**src/rtl/pwr_mode_pkg.sv**
```systemverilog
package pwr_mode_pkg;
    typedef enum logic [1:0] {
        PM_RUN   = 2'b00,
        PM_HALT  = 2'b01,
        PM_CSTOP = 2'b10
    } pm_state_e;
endpackage

```
**src/rtl/pwr_strobe_arb.sv**
```systemverilog
// Resolves simultaneous instruction strobes: stop takes priority; a stop
// with chip-enable high is a no-operation and swallows any halt beside it.
module pwr_strobe_arb (
    input  logic halt_stb,
    input  logic stop_stb,
    input  logic ce_pin,
    output logic go_stop,
    output logic go_halt
);
    always_comb begin
        go_stop = stop_stb & ~ce_pin;
        go_halt = halt_stb & ~stop_stb;
    end
endmodule

```
**src/rtl/pwr_state_fsm.sv**
```systemverilog
module pwr_state_fsm
    import pwr_mode_pkg::*;
(
    input  logic      clk,
    input  logic      rst_n,
    input  logic      go_stop,
    input  logic      go_halt,
    input  logic      wake_req,
    output pm_state_e state_q,
    output logic      init_pulse
);
    pm_state_e state_d;

    // next-state logic
    always_comb begin
        state_d = state_q;
        unique case (state_q)
            PM_RUN: begin
                if (go_stop)      state_d = PM_CSTOP;
                else if (go_halt) state_d = PM_HALT;
            end
            PM_HALT: begin
                if (wake_req)     state_d = PM_RUN;
            end
            PM_CSTOP: begin
                if (wake_req)     state_d = PM_RUN;
            end
            default:              state_d = PM_RUN;
        endcase
    end

    // state register and one-shot register initialization
    always_ff @(posedge clk) begin
        if (!rst_n) begin
            state_q    <= PM_RUN;
            init_pulse <= 1'b0;
        end else begin
            state_q    <= state_d;
            init_pulse <= (state_q == PM_RUN) && go_stop;
        end
    end
endmodule

```
**src/rtl/pwr_out_decode.sv**
```systemverilog
module pwr_out_decode
    import pwr_mode_pkg::*;
#(
    parameter int NUM_PERIPH = 8,
    parameter int NUM_BIDIR  = 4
) (
    input  pm_state_e              state_q,
    input  logic                   ce_pin,
    output logic                   pc_hold,
    output logic                   pc_clear,
    output logic                   pll_en,
    output logic                   out_hold,
    output logic [NUM_PERIPH-1:0]  periph_en,
    output logic [NUM_BIDIR-1:0]   gpio_force_in
);
    logic periph_run;
    logic port_freeze;

    always_comb begin
        pc_hold     = 1'b0;
        pc_clear    = 1'b0;
        pll_en      = 1'b1;
        periph_run  = 1'b1;
        port_freeze = 1'b0;
        unique case (state_q)
            PM_RUN: ;
            PM_HALT: begin
                pc_hold = 1'b1;
                pll_en  = ce_pin;
            end
            PM_CSTOP: begin
                pc_hold     = 1'b1;
                pc_clear    = 1'b1;
                pll_en      = 1'b0;
                periph_run  = 1'b0;
                port_freeze = 1'b1;
            end
            default: ;
        endcase
        out_hold = port_freeze;
    end

    for (genvar gp = 0; gp < NUM_PERIPH; gp++) begin : g_periph
        assign periph_en[gp] = periph_run;
    end

    for (genvar gb = 0; gb < NUM_BIDIR; gb++) begin : g_bidir
        assign gpio_force_in[gb] = port_freeze;
    end
endmodule

```
**src/rtl/pwr_mode_ctrl.sv**
```systemverilog
module pwr_mode_ctrl
    import pwr_mode_pkg::*;
#(
    parameter int NUM_PERIPH = 8,
    parameter int NUM_BIDIR  = 4
) (
    input  logic                  clk,
    input  logic                  rst_n,
    input  logic                  halt_stb,
    input  logic                  stop_stb,
    input  logic                  ce_pin,
    input  logic                  wake_req,
    output logic [1:0]            state_o,
    output logic                  pc_hold,
    output logic                  pc_clear,
    output logic                  sysreg_init,
    output logic                  ctrlreg_init,
    output logic [NUM_PERIPH-1:0] periph_en,
    output logic                  pll_en,
    output logic [NUM_BIDIR-1:0]  gpio_force_in,
    output logic                  out_hold
);
    logic      go_stop;
    logic      go_halt;
    logic      init_pulse;
    pm_state_e state_q;

    pwr_strobe_arb u_arb (
        .halt_stb (halt_stb),
        .stop_stb (stop_stb),
        .ce_pin   (ce_pin),
        .go_stop  (go_stop),
        .go_halt  (go_halt)
    );

    pwr_state_fsm u_fsm (
        .clk        (clk),
        .rst_n      (rst_n),
        .go_stop    (go_stop),
        .go_halt    (go_halt),
        .wake_req   (wake_req),
        .state_q    (state_q),
        .init_pulse (init_pulse)
    );

    pwr_out_decode #(
        .NUM_PERIPH (NUM_PERIPH),
        .NUM_BIDIR  (NUM_BIDIR)
    ) u_dec (
        .state_q       (state_q),
        .ce_pin        (ce_pin),
        .pc_hold       (pc_hold),
        .pc_clear      (pc_clear),
        .pll_en        (pll_en),
        .out_hold      (out_hold),
        .periph_en     (periph_en),
        .gpio_force_in (gpio_force_in)
    );

    assign state_o      = state_q;
    assign sysreg_init  = init_pulse;
    assign ctrlreg_init = init_pulse;
endmodule

```
**config.mk**
```make
export PLATFORM = sky130hd
export DESIGN_NAME = pwr_mode_ctrl
export DESIGN_NICKNAME = d
export VERILOG_FILES = /design/src/rtl/pwr_mode_pkg.sv /design/src/rtl/pwr_strobe_arb.sv /design/src/rtl/pwr_state_fsm.sv /design/src/rtl/pwr_out_decode.sv /design/src/rtl/pwr_mode_ctrl.sv
export SDC_FILE = /design/constraint.sdc
export NUM_CORES = 1
export LEC_CHECK = 0
export BUFFER_PORTS_ARGS = -buffer_cell sky130_fd_sc_hd__buf_4
export CORE_AREA = 2 2 39 41
export DETAILED_ROUTE_END_ITERATION = 12
export DIE_AREA = 0 0 41 43
export GPL_TIMING_DRIVEN = 0
export PLACE_DENSITY = 0.61
export SYNTH_ARGS = -nofsm -noshare
export SYNTH_HDL_FRONTEND = slang
export SYNTH_SLANG_ARGS = --single-unit
```
**constraint.sdc**
```tcl
create_clock -name clk -period 1.2 [get_ports clk]
set_input_delay 0.18 -clock clk [delete_from_list [all_inputs] [get_ports clk]]
set_output_delay 0.18 -clock clk [all_outputs]
set_load 0.05 [all_outputs]
```
After elaboration in Yosys (flattened, before gate mapping):

Cells that the tools add are included.

* word-level logic and storage cells: 22
* register bits: 3

* equal/unequal tests: 4
* bitwise gates (word level): 4
* mux-type cells: 8
* reductions and logical operators: 4

Operators by type and width (number)
* $mux W2: 3
* $pmux W2 S2: 1
* $mux W1: 3
* $ne A3 B2 Y1 const B: 1
* $and A1 B1 Y1: 2
* $eq A2 B1 Y1 const B: 1
* $eq A2 B2 Y1 const B: 1
* $logic_not A2 Y1: 1
* $ne A2 B1 Y1 const B: 1
* $not A1 Y1: 2
* $pmux W1 S2: 1
* $reduce_and A2 Y1: 1
* $reduce_or A2 Y1: 1
* $logic_and A1 B1 Y1: 1

Logic depth before layout (Yosys ltp):

Gate-level depths: netlist of the first run.

* word-level depth: 5
* mapped depth: 5
* depth with buffers taken out: 5

By module:

Synthesis of the first run repeated with hierarchy kept, for this count alone.

* cells, all modules: 43
* area, all modules: 324.1 µm²

By module, submodules not included
* pwr_out_decode: instances 1, sequential area each 0.0 µm², area an instance 158.9 µm², cells an instance 22
* pwr_state_fsm: instances 1, sequential area each 60.1 µm², area an instance 142.6 µm², cells an instance 18
* pwr_strobe_arb: instances 1, sequential area each 0.0 µm², area an instance 15.0 µm², cells an instance 2
* pwr_mode_ctrl: instances 1, sequential area each 0.0 µm², area an instance 7.5 µm², cells an instance 1

Worst setup path after synthesis of the first run:

Ideal clock, no wire load.

* kind: flip-flop to output port
* start: register u_fsm.state_q[0]
* end: output port pll_en
* data arrival time: 2059 ps
* cell stages (with the launch flop): 4
* setup slack: -1039 ps
* cell sequence: dfxtp_1 inv_1 ha_1 o21ai_1

* longest elaborated chain between the ends: 2

Ends and longest elaborated chain
* start: declaration: RTL line pwr_state_fsm.sv:9 `output pm_state_e state_q,`
* start signal: assignment: RTL line pwr_state_fsm.sv:38 `state_q <= state_d;`
* $eq A2 B2 Y1 or $eq A2 B1 Y1 (tied branches): RTL line pwr_out_decode.sv:25 `unique case (state_q)`
* $pmux W1 S2 *: RTL line pwr_out_decode.sv:25
* end: declaration: RTL line pwr_mode_ctrl.sv:19 `output logic pll_en,`

Mark *: on every way between the ends. The rest lies on a longest branch, timed or not.

Final worst setup path of the first run:

* start: register u_fsm.state_q[0]
* end: output port periph_en[3]

* longest elaborated chain between the ends: 2

Ends and longest elaborated chain
* $eq A2 B2 Y1: RTL line pwr_out_decode.sv:25
* $mux W1: RTL line pwr_out_decode.sv:25
* end: declaration: RTL line pwr_mode_ctrl.sv:18 `output logic [NUM_PERIPH-1:0] periph_en,`

No other way between the ends.

==> results.txt, run 1 <==
Port Buffer Count: 25
Post-Synth XOR/XNOR Area: 0%
final count of negative-setup-slack endpoints: 18
number of placement rows: 14
overall routed net length: 692 um
number of synthesis warnings: 0
Clock Root Buffer: clkbuf_4
core outline area: 1380 um^2
commonest non-fill, non-tap cells in the layout: buf_8, buf_4, buf_6
setup slack of the critical path after layout: -0.179 ns
remaining design rule violation count: 0
Hold Vio Cnt, Final: 0
Detail Route Antenna Nets: 0
first drt pass iteration count: 3
Max Fanout on Critical Path: 8
unique cell type count in the Yosys netlist: 15
actual transition at the worst max-transition pin: 0.183 ns
area fraction in compound gates after synthesis: 8.61%
static leakage power: 0.000376 uW
H-tree depth: 1
# clock sinks: 3
combined global-route utilization of all metal layers: 9.83%
dominant combinational cell family by area after synthesis: buffers and inverters
violated checks: negative setup slack
maximum vdd drop: 0.483 mV
Final TNS setup: -2.44 ns
Area growth syn-to-layout: 159%
largest clock skew in the final design: 0.000226 ns
initial core utilization: 22.1%
first-pass GRT wire length: 1180 um
switching power as a share of total power: 43.0%
power per standard cell area: 1150 nW/um^2
final clock period utilization by the worst path: 115%
detail-routed net length per standard cell: 8.24 um
area share of the largest cell type after synthesis: 34.4%
per-cell via count in the routed design: 3.87
clock tree from TritonCTS: yes
die height: 43 um
Cell Int Power: 521 uW
required time of the worst setup path: 1.02 ns
First DRT Iteration DRCs: 2
antenna violations before repair: 0
count of filler cells inserted in the layout: 127
via count of the first global-routing pass: 307
worst skew pair latency: 0.23 ns
leading cell types by total area after synthesis: buf_4, dfxtp_1, ha_1
Clk pwr share: 18.8%
worst path arrival time: 1.20 ns
share of layout cells above drive strength 1: 82.4%
RSZ-0062 raised after global routing: true
most common library cell in the layout ignoring fill and taps: buf_8
Post-Syn Area: 305 um^2
number of nets produced by synthesis: 46
adder-cell area share of the yosys netlist: 12.3%
final core utilization: 57.1%
count of maximum capacitance violations: 0
critical path capture point type: output port
DIE AREA: 1760 um^2
multiplexer share of the synthesized area: 0%
Routability Congestion: 0.654
sequential group share of total power: 13.0%
Avg Inst Size Synth: 8.25 um^2
switching power: 393 uW
Die X-Extent: 41 um
clock slew at reported path FFs: 0.04 ns
# IOs: 26
Synth Instances: 37
maximum root-to-sink buffer count: 2
via count: 325
library cell occupying the most area in the post-synthesis netlist: buf_4
placed wire-length estimate after detailed placement: 576 um
critical path startpoint category: flop
number of clock buffers inserted by TritonCTS: 3
class of the tightest hold or removal check: in2reg
sequential fraction of the synthesis area: 19.7%
minimum clock period: 1.38 ns
category of the most critical setup path: reg2out
relative contribution of combinational cells to total power: 68.2%
number of diodes added for antenna fixing: 0
fmax: 725 MHz
run status: finished, violations left
basic-gate share of the synthesized area counting and, or, nand and nor cells: 20.1%
Net count, final: 78
residual overflow from global routing: 0
flops & latches, synth: 3
max-slew headroom at the worst pin: 87.8%
largest net degree at the start of global routing: 9
number of pins with negative max-slew slack in the final report: 0
-- registers in the layout (all words and copies together) (netlist names) --
name and count:
u_fsm.init_pulse 1, u_fsm.state_q 2
-- area by class of cell --
| cell class | count | area (um^2) | share of cell area (%) |
|---|---|---|---|
| Inverter | 4 | 27.5 | 3.48 |
| Clock buffer | 4 | 26.3 | 3.32 |
| Sequential cell | 3 | 67.6 | 8.54 |
| Tap cell | 16 | 20.0 | 2.53 |
| Buffer | 14 | 161 | 20.4 |
| Multi-Input combinational cell | 16 | 176 | 22.3 |
| Timing Repair Buffer | 27 | 312 | 39.4 |
-- routing by layer --
layer	global-route usage [%]	part of all wire (%)
met1	11.2	37
met2	15.0	54
met3	4.71	9.0
met4	4.00	0
met5	0	0
-- synth_stat cells (all sizes together) --
library cell and number:
nand2 2, nor2b 3, buf 14, and3 1, inv 4, nand3 1, dfxtp 3, nand2b 1
o21ai 2, nand3b 1, ha 3, a31oi 1, o211a 1
-- metrics by stage --
stage                     instances  cell area [um^2]  setup slack [ns]  total power, uW  hold WS, ns
after global routing             84               791            -0.238              969        0.184
after CTS                        84               768            -0.198              910        0.174
final                            84               791            -0.179              913        0.185
after detailed placement         78               619           -0.0213              641        0.414
after global placement           78               619           -0.0244              638        0.415
after floorplan                  37               412            -0.133              531        0.280
-- kinds of logic (layout without fill, tap and decap cells) --
group           after synthesis  after routing
flops                         3              3
simple gates                  9              9
buf+inv                      18             49
fa+ha+maj                     3              3
compound gates                4              4
-- power by group through the flow --
stage	logic (uW)	clock network, uW	registers (uW)
after detailed placement	520	0	121
after CTS	608	183	119
after global placement	517	0	121
final	623	172	119
after floorplan	386	0	145
after global routing	651	199	120
-- final timing paths --
path,start,end,slack [ns],depth (start not counted)
worst min register to register,u_fsm.state_q[1]$_SDFFE_PN0P_,u_fsm.state_q[1]$_SDFFE_PN0P_,0.53,2
worst max-delay path,u_fsm.state_q[0]$_SDFFE_PN0P_,periph_en[3],-0.18,5
worst max register to register,u_fsm.state_q[0]$_SDFFE_PN0P_,u_fsm.state_q[1]$_SDFFE_PN0P_,-0.06,6
worst min-delay path,rst_n,u_fsm.state_q[1]$_SDFFE_PN0P_,0.19,3
-- worst max-delay path: stages (launching register included) --
cell and delay [ns]:
dfxtp_4 0.35, inv_4 0.06, ha_4 0.24, inv_8 0.07
buf_8 0.12, buf_8 0.14
-- what timing repair did --
item,4_1_cts,5_1_grt
endpoints found under the setup margin,16,18
hold buffers,0,0
setup buffers,2,0
pin swaps,3,0
gates cloned,0,0
gates resized for setup,28,6
No activity file was read; power rests on OpenSTA's default activity.
==> inputs of run 2 (changes only) <==
BUFFER_PORTS_ARGS = -buffer_cell sky130_fd_sc_hd__buf_2   (was -buffer_cell sky130_fd_sc_hd__buf_4)
SETUP_SLACK_MARGIN = 0.3   (was unset)
==> run 2 against run 1 <==
Compared with the run above:
- the run still ends with negative setup slack left
- die area stayed put
- power is 5.7% higher
- first-iteration DRC count stayed put
- combinational power is 6.6% higher
- sequential share of layout area is 0.49 points lower
- worst setup slack worse by 0.041 ns
- largest cell class unchanged
- via count is 7.4% higher
- critical path type unchanged
- core utilization is 4.6 points higher
==> results.txt, run 2 (same netlist as run 1, synthesis figures left out) <==
Largest Register: u_fsm.state_q
Die X-Extent: 41 um (unchanged)
most common library cell in the layout ignoring fill and taps: buf_8
detail-routed net length per standard cell: 10.4 um (+26%)
count of filler cells inserted in the layout: 112 (-12%)
switching power as a share of total power: 43.1% (+0.11 points)
antenna violations before repair: 0 (unchanged)
# clock sinks: 3 (unchanged)
placement-stage worst setup slack: -0.0721 ns (-0.0509 ns)
combined global-route utilization of all metal layers: 10.8% (+1.0 points)
overall routed net length: 891 um (+29%)
worst path arrival time: 1.24 ns (+0.04 ns)
sequential group share of total power: 12.4% (-0.6 points)
die height: 43 um (unchanged)
Net count, final: 80 (+2.6%)
largest clock skew in the final design: 0.000258 ns (+0.0000318 ns)
critical path capture point type: output port
class of the tightest hold or removal check: in2reg
minimum clock period: 1.42 ns (+0.0413 ns)
H-tree depth: 1 (unchanged)
max-slew headroom at the worst pin: 83.5% (-4.3 points)
# IOs: 26 (unchanged)
switching power: 416 uW (+6.0%)
area of combinational cells with multiple inputs: 185 um^2 (+5.0%)
violated checks: negative setup slack
number of pins with negative max-slew slack in the final report: 0 (unchanged)
run status: finished, violations left
number of clock buffers inserted by TritonCTS: 3 (unchanged)
Port Buffer Count: 25 (unchanged)
first-pass GRT wire length: 1300 um (+10%)
category of the most critical setup path: reg2out
internal reg-to-reg setup slack: -0.08 ns (-0.02 ns)
commonest non-fill, non-tap cells in the layout: buf_8, buf_6, buf_2
First DRT Iteration DRCs: 2 (unchanged)
Post-Place Cells: 78 (unchanged)
Routability Congestion: 0.706 (+7.8%)
power per standard cell area: 1130 nW/um^2 (-2.2%)
largest net degree at the start of global routing: 9 (unchanged)
clock slew at reported path FFs: 0.04 ns (about the same)
placed wire-length estimate after detailed placement: 509 um (-12%)
share of layout cells above drive strength 1: 87.1% (+4.8 points)
first drt pass iteration count: 2 (-1)
remaining design rule violation count: 0 (unchanged)
number of diodes added for antenna fixing: 0 (unchanged)
via count of the first global-routing pass: 317 (+3.3%)
Reg2Reg Launch Point: u_fsm.state_q[0]$_SDFFE_PN0P_
final clock period utilization by the worst path: 118% (+3.4 points)
initial core utilization: 22.1% (unchanged)
cell count of the worst reg-to-reg path: 6 (unchanged)
worst skew pair latency: 0.23 ns (about the same)
relative contribution of combinational cells to total power: 68.9% (+0.7 points)
maximum vdd drop: 0.617 mV (+28%)
RSZ-0062 raised after global routing: true
clock tree from TritonCTS: yes
residual overflow from global routing: 0 (unchanged)
Cell Int Power: 549 uW (+5.5%)
registers with the most flip-flops: u_fsm.state_q: 2 flops, u_fsm.init_pulse: 1 flops
crit path capture: periph_en[1]
count of maximum capacitance violations: 0 (unchanged)
required time of the worst setup path: 1.02 ns (about the same)
setup slack of the critical path after layout: -0.220 ns (-0.0413 ns)
number of placement rows: 14 (unchanged)
first element of the critical path: u_fsm.state_q[0]$_SDFFE_PN0P_
Area growth syn-to-layout: 180%
end of the worst register-to-register path: u_fsm.state_q[1]$_SDFFE_PN0P_
Detail Route Antenna Nets: 0 (unchanged)
actual transition at the worst max-transition pin: 0.249 ns (+0.0658 ns)
Max Fanout on Critical Path: 8 (unchanged)
final std cells w/o fill: 86 (+2.4%)
via count: 349 (+7.4%)
static leakage power: 0.000395 uW (+4.9%)
footprint of the flip-flops and latches: 68.8 um^2 (+1.9%)
DIE AREA: 1760 um^2 (unchanged)
Clk pwr share: 18.8% (about the same)
core outline area: 1380 um^2 (unchanged)
maximum root-to-sink buffer count: 2 (unchanged)
critical path startpoint category: flop
Clock Root Buffer: clkbuf_4
Hold Vio Cnt, Final: 0 (unchanged)
per-cell via count in the routed design: 4.06 (+4.9%)
number of flip-flops in the largest register: 2 (unchanged)
final count of negative-setup-slack endpoints: 18 (unchanged)
fmax: 704 MHz (-2.9%)
run 2: power groups by stage:
stage | clock, uW | combinational [uW] | sequential [uW]
finish | 181 | 664 | 119
floorplan | 0 | 405 | 145
detailed placement | 0 | 492 | 120
CTS | 189 | 625 | 118
global route | 195 | 695 | 120
global placement | 0 | 489 | 121
run 2: repair_timing:
action                                  4_1_cts  5_1_grt
setup buffers                                 2        2
pin swaps                                     2        3
hold buffers                                  0        0
endpoints found under the setup margin       22       22
resized for setup                            51       11
run 2: layer usage:
layer	vias up	wire length, um	part of all wire, %	global-route usage (%)
met5	-	0	0	0
met2	21	531	60	18.4
met1	154	290	33	11.9
met4	0	0	0	2.00
li1	174	-	-	-
met3	0	69	7.7	4.71
run 2: layout make-up:
class / instances / share of cell area (%)
plain buffers: 14 / 21.5
clock buffers: 4 / 3.07
inverters: 4 / 3.22
multi-input cells: 16 / 21.7
flip-flops and latches: 3 / 8.05
well taps: 16 / 2.34
repair buffers: 29 / 40.1
run 2: through the flow:
stage               TNS [ns]  hold WS (ns)  utilization (%)  instance area (um^2)  total power [uW]
finish                 -3.12         0.190             61.8                   855               965
global route           -3.92         0.192             61.8                   855              1010
CTS                    -3.24         0.166             57.5                   796               932
detailed placement    -0.784         0.411             42.1                   583               613
global placement      -0.590         0.409             42.1                   583               610
floorplan             -0.988         0.280                -                   438               549
run 2: worst max-delay path, stage by stage (launching register included):
cell	delay (ns)
dfxtp_4	0.35
inv_4	0.07
ha_4	0.25
inv_8	0.08
buf_6	0.12
buf_8	0.14
run 2: how the worst min path moves through the flow:
stage | from | end | slack (ns) | depth (start not counted)
2_1_floorplan | rst_n | u_fsm.state_q[1]$_SDFFE_PN0P_ | 0.28 | 2
3_3_place_gp | rst_n | u_fsm.state_q[1]$_SDFFE_PN0P_ | 0.41 | 3
3_5_place_dp | rst_n | u_fsm.state_q[1]$_SDFFE_PN0P_ | 0.41 | 3
4_1_cts | rst_n | u_fsm.state_q[1]$_SDFFE_PN0P_ | 0.17 | 3
5_1_grt | rst_n | u_fsm.state_q[1]$_SDFFE_PN0P_ | 0.19 | 3
6_report | rst_n | u_fsm.state_q[1]$_SDFFE_PN0P_ | 0.19 | 3
==> inputs of run 3 (changes only) <==
CELL_PAD_IN_SITES_DETAIL_PLACEMENT = 2   (was unset)
CELL_PAD_IN_SITES_GLOBAL_PLACEMENT = 2   (was unset)
CORE_AREA = unset   (was 2 2 39 41)
CORE_UTILIZATION = 15   (was unset)
DIE_AREA = unset   (was 0 0 41 43)
PLACE_DENSITY = 0.75   (was 0.61)
==> run 3 against run 2 <==
Compared with the run above:
- the flow still finishes with violations (negative setup slack)
- sequential cell count unchanged
- combinational power up 1%
- clock power up 8%
- non-clock buffer count unchanged
- cell count up 10%
- global-route usage up 0.49 points
- critical endpoint is now periph_en[2]
==> results.txt, run 3 (same netlist as run 1, synthesis figures left out) <==
run status: finished, violations left
violated checks: negative setup slack
post-route design area: 872 um^2 (+2.0%)
crit path max-delay cell type: dfxtp_4
initial core utilization: 16.8% (-5.3 points)
largest delay contributor family on the critical path: buffers and inverters
cell depth of the worst setup path: 5 (unchanged)
First DRT Iteration DRCs: 0 (-2)
worst hold path depth: 3 (unchanged)
Clk pwr share: 19.8% (+1.0 points)
first drt pass iteration count: 1 (-1)
Area growth syn-to-layout: 186%
first element of the critical path: u_fsm.state_q[0]$_SDFFE_PN0P_
internal reg-to-reg setup slack: -0.07 ns (about the same)
via count of the first global-routing pass: 360 (+14%)
per-cell via count in the routed design: 3.72 (-8.4%)
residual overflow from global routing: 0 (unchanged)
# clock sinks: 3 (unchanged)
first-pass GRT wire length: 1640 um (+27%)
Critical Path Max Stage Delay: 0.34 ns (about the same)
end of the worst register-to-register path: u_fsm.state_q[1]$_SDFFE_PN0P_
Detail Route Antenna Nets: 0 (unchanged)
final clock period utilization by the worst path: 119% (+0.75 points)
maximum vdd drop: 0.538 mV (-13%)
die height: 47.1 um (+9.6%)
total power: 987 uW (+2.3%)
maximum root-to-sink buffer count: 2 (unchanged)
core outline area: 1820 um^2 (+32%)
clock tree from TritonCTS: yes
number of placement rows: 15 (+1)
switching power: 431 uW (+3.7%)
most common library cell in the layout ignoring fill and taps: buf_8
share of layout cells above drive strength 1: 85.7% (-1.4 points)
largest clock skew in the final design: 0.000835 ns (+0.000577 ns)
relative contribution of combinational cells to total power: 68.2% (-0.7 points)
Port Buffer Count: 25 (unchanged)
cts hold-fix bufs: 0 (unchanged)
Routability Congestion: 0.650 (-7.8%)
# IOs: 26 (unchanged)
overall routed net length: 1080 um (+21%)
Largest Register: u_fsm.state_q
Net count, final: 80 (unchanged)
setup slack of the critical path after layout: -0.229 ns (-0.00894 ns)
static leakage power: 0.000397 uW (+0.60%)
sequential group share of total power: 12.0% (-0.4 points)
class of the tightest hold or removal check: in2reg
number of flip-flops in the largest register: 2 (unchanged)
Hold Vio Cnt, Final: 0 (unchanged)
Fin Hold WS: 0.173 ns (-0.0167 ns)
series of cell instances along the critical path: inv_4, ha_4, inv_8, buf_8, buf_8
worst path arrival time: 1.25 ns (about the same)
count of filler cells inserted in the layout: 182 (+63%)
number of clock buffers inserted by TritonCTS: 3 (unchanged)
H-tree depth: 1 (unchanged)
Crit path buffers/inverters: 4 (unchanged)
power per standard cell area: 1130 nW/um^2 (+0.23%)
instance area at placement: 594 um^2 (+1.9%)
number of diodes added for antenna fixing: 0 (unchanged)
Max Fanout on Critical Path: 8 (unchanged)
number of pins with negative max-slew slack in the final report: 0 (unchanged)
final count of negative-setup-slack endpoints: 18 (unchanged)
cell type with the highest occurrence count on the critical path: buf_8
category of the most critical setup path: reg2out
critical path capture point type: output port
fmax: 700 MHz (-0.63%)
crit path capture: periph_en[2]
switching power as a share of total power: 43.7% (+0.62 points)
worst skew pair latency: 0.24 ns (about the same)
count of maximum capacitance violations: 0 (unchanged)
largest net degree at the start of global routing: 9 (unchanged)
critical path startpoint category: flop
registers with the most flip-flops: u_fsm.state_q: 2 flops, u_fsm.init_pulse: 1 flops
Clock Root Buffer: clkbuf_4
antenna violations before repair: 0 (unchanged)
commonest non-fill, non-tap cells in the layout: buf_8, buf_6, buf_2
minimum clock period: 1.43 ns (+0.00894 ns)
RSZ-0062 raised after global routing: true
via count: 353 (+1.1%)
max-slew headroom at the worst pin: 85.9% (+2.3 points)
Post-Place Cells: 87 (+12%)
clock slew at reported path FFs: 0.04 ns (about the same)
actual transition at the worst max-transition pin: 0.212 ns (-0.0368 ns)
cell count of the worst reg-to-reg path: 6 (unchanged)
combined global-route utilization of all metal layers: 11.3% (+0.49 points)
Cell Int Power: 556 uW (+1.2%)
Reg2Reg Launch Point: u_fsm.state_q[0]$_SDFFE_PN0P_
placed wire-length estimate after detailed placement: 746 um (+46%)
placement-stage worst setup slack: -0.0754 ns (-0.00329 ns)
Die X-Extent: 47.1 um (+15%)
final std cells w/o fill: 95 (+10%)
detail-routed net length per standard cell: 11.3 um (+9.4%)
DIE AREA: 2220 um^2 (+26%)
required time of the worst setup path: 1.02 ns (about the same)
remaining design rule violation count: 0 (unchanged)
-- run 3: layout make-up --
class | instances | area (um^2) | area share (%)
multi-input cells | 16 | 181 | 20.8
repair buffers | 29 | 353 | 40.5
clock buffers | 4 | 26.3 | 3.01
inverters | 4 | 27.5 | 3.16
plain buffers | 14 | 184 | 21.1
well taps | 25 | 31.3 | 3.59
flip-flops and latches | 3 | 68.8 | 7.89
-- run 3: through the flow --
stage | setup TNS, ns | utilization (%)
2_1_floorplan | -0.988 | -
3_3_place_gp | -0.691 | 32.6
3_5_place_dp | -0.805 | 32.6
4_1_cts | -3.38 | 44.6
5_1_grt | -4.27 | 47.9
6_report | -3.19 | 47.9
-- run 3: worst min-delay path by stage --
stage / start / to
global route: rst_n / u_fsm.state_q[1]$_SDFFE_PN0P_
floorplan: rst_n / u_fsm.state_q[1]$_SDFFE_PN0P_
finish: rst_n / u_fsm.state_q[1]$_SDFFE_PN0P_
CTS: rst_n / u_fsm.state_q[1]$_SDFFE_PN0P_
global placement: rst_n / u_fsm.state_q[1]$_SDFFE_PN0P_
detailed placement: rst_n / u_fsm.state_q[1]$_SDFFE_PN0P_
-- run 3: power by group through the flow --
stage | registers [uW] | logic [uW] | clock network, uW
6_report | 119 | 673 | 195
3_5_place_dp | 121 | 500 | 0
4_1_cts | 118 | 638 | 200
2_1_floorplan | 145 | 405 | 0
5_1_grt | 120 | 701 | 220
3_3_place_gp | 121 | 493 | 0
-- run 3: worst min-delay path, stage by stage --
cell     delay, ns
buf_2         0.11
inv_1         0.05
a31oi_1       0.04
-- run 3: repair_timing --
action                     in CTS  in global routing
setup buffers                   2                  2
hold endpoints to repair        0                  0
pin swaps                       2                  1
resized for setup              52                 13
setup endpoints to repair      22                 22
-- run 3: layer usage --
layer / vias up / wire, um / track usage [%]
li1: 170 / - / -
met1: 160 / 369 / 11.4
met2: 20 / 609 / 20.3
met3: 3 / 72 / 2.31
met4: 0 / 25 / 8.57
met5: - / 0 / 0
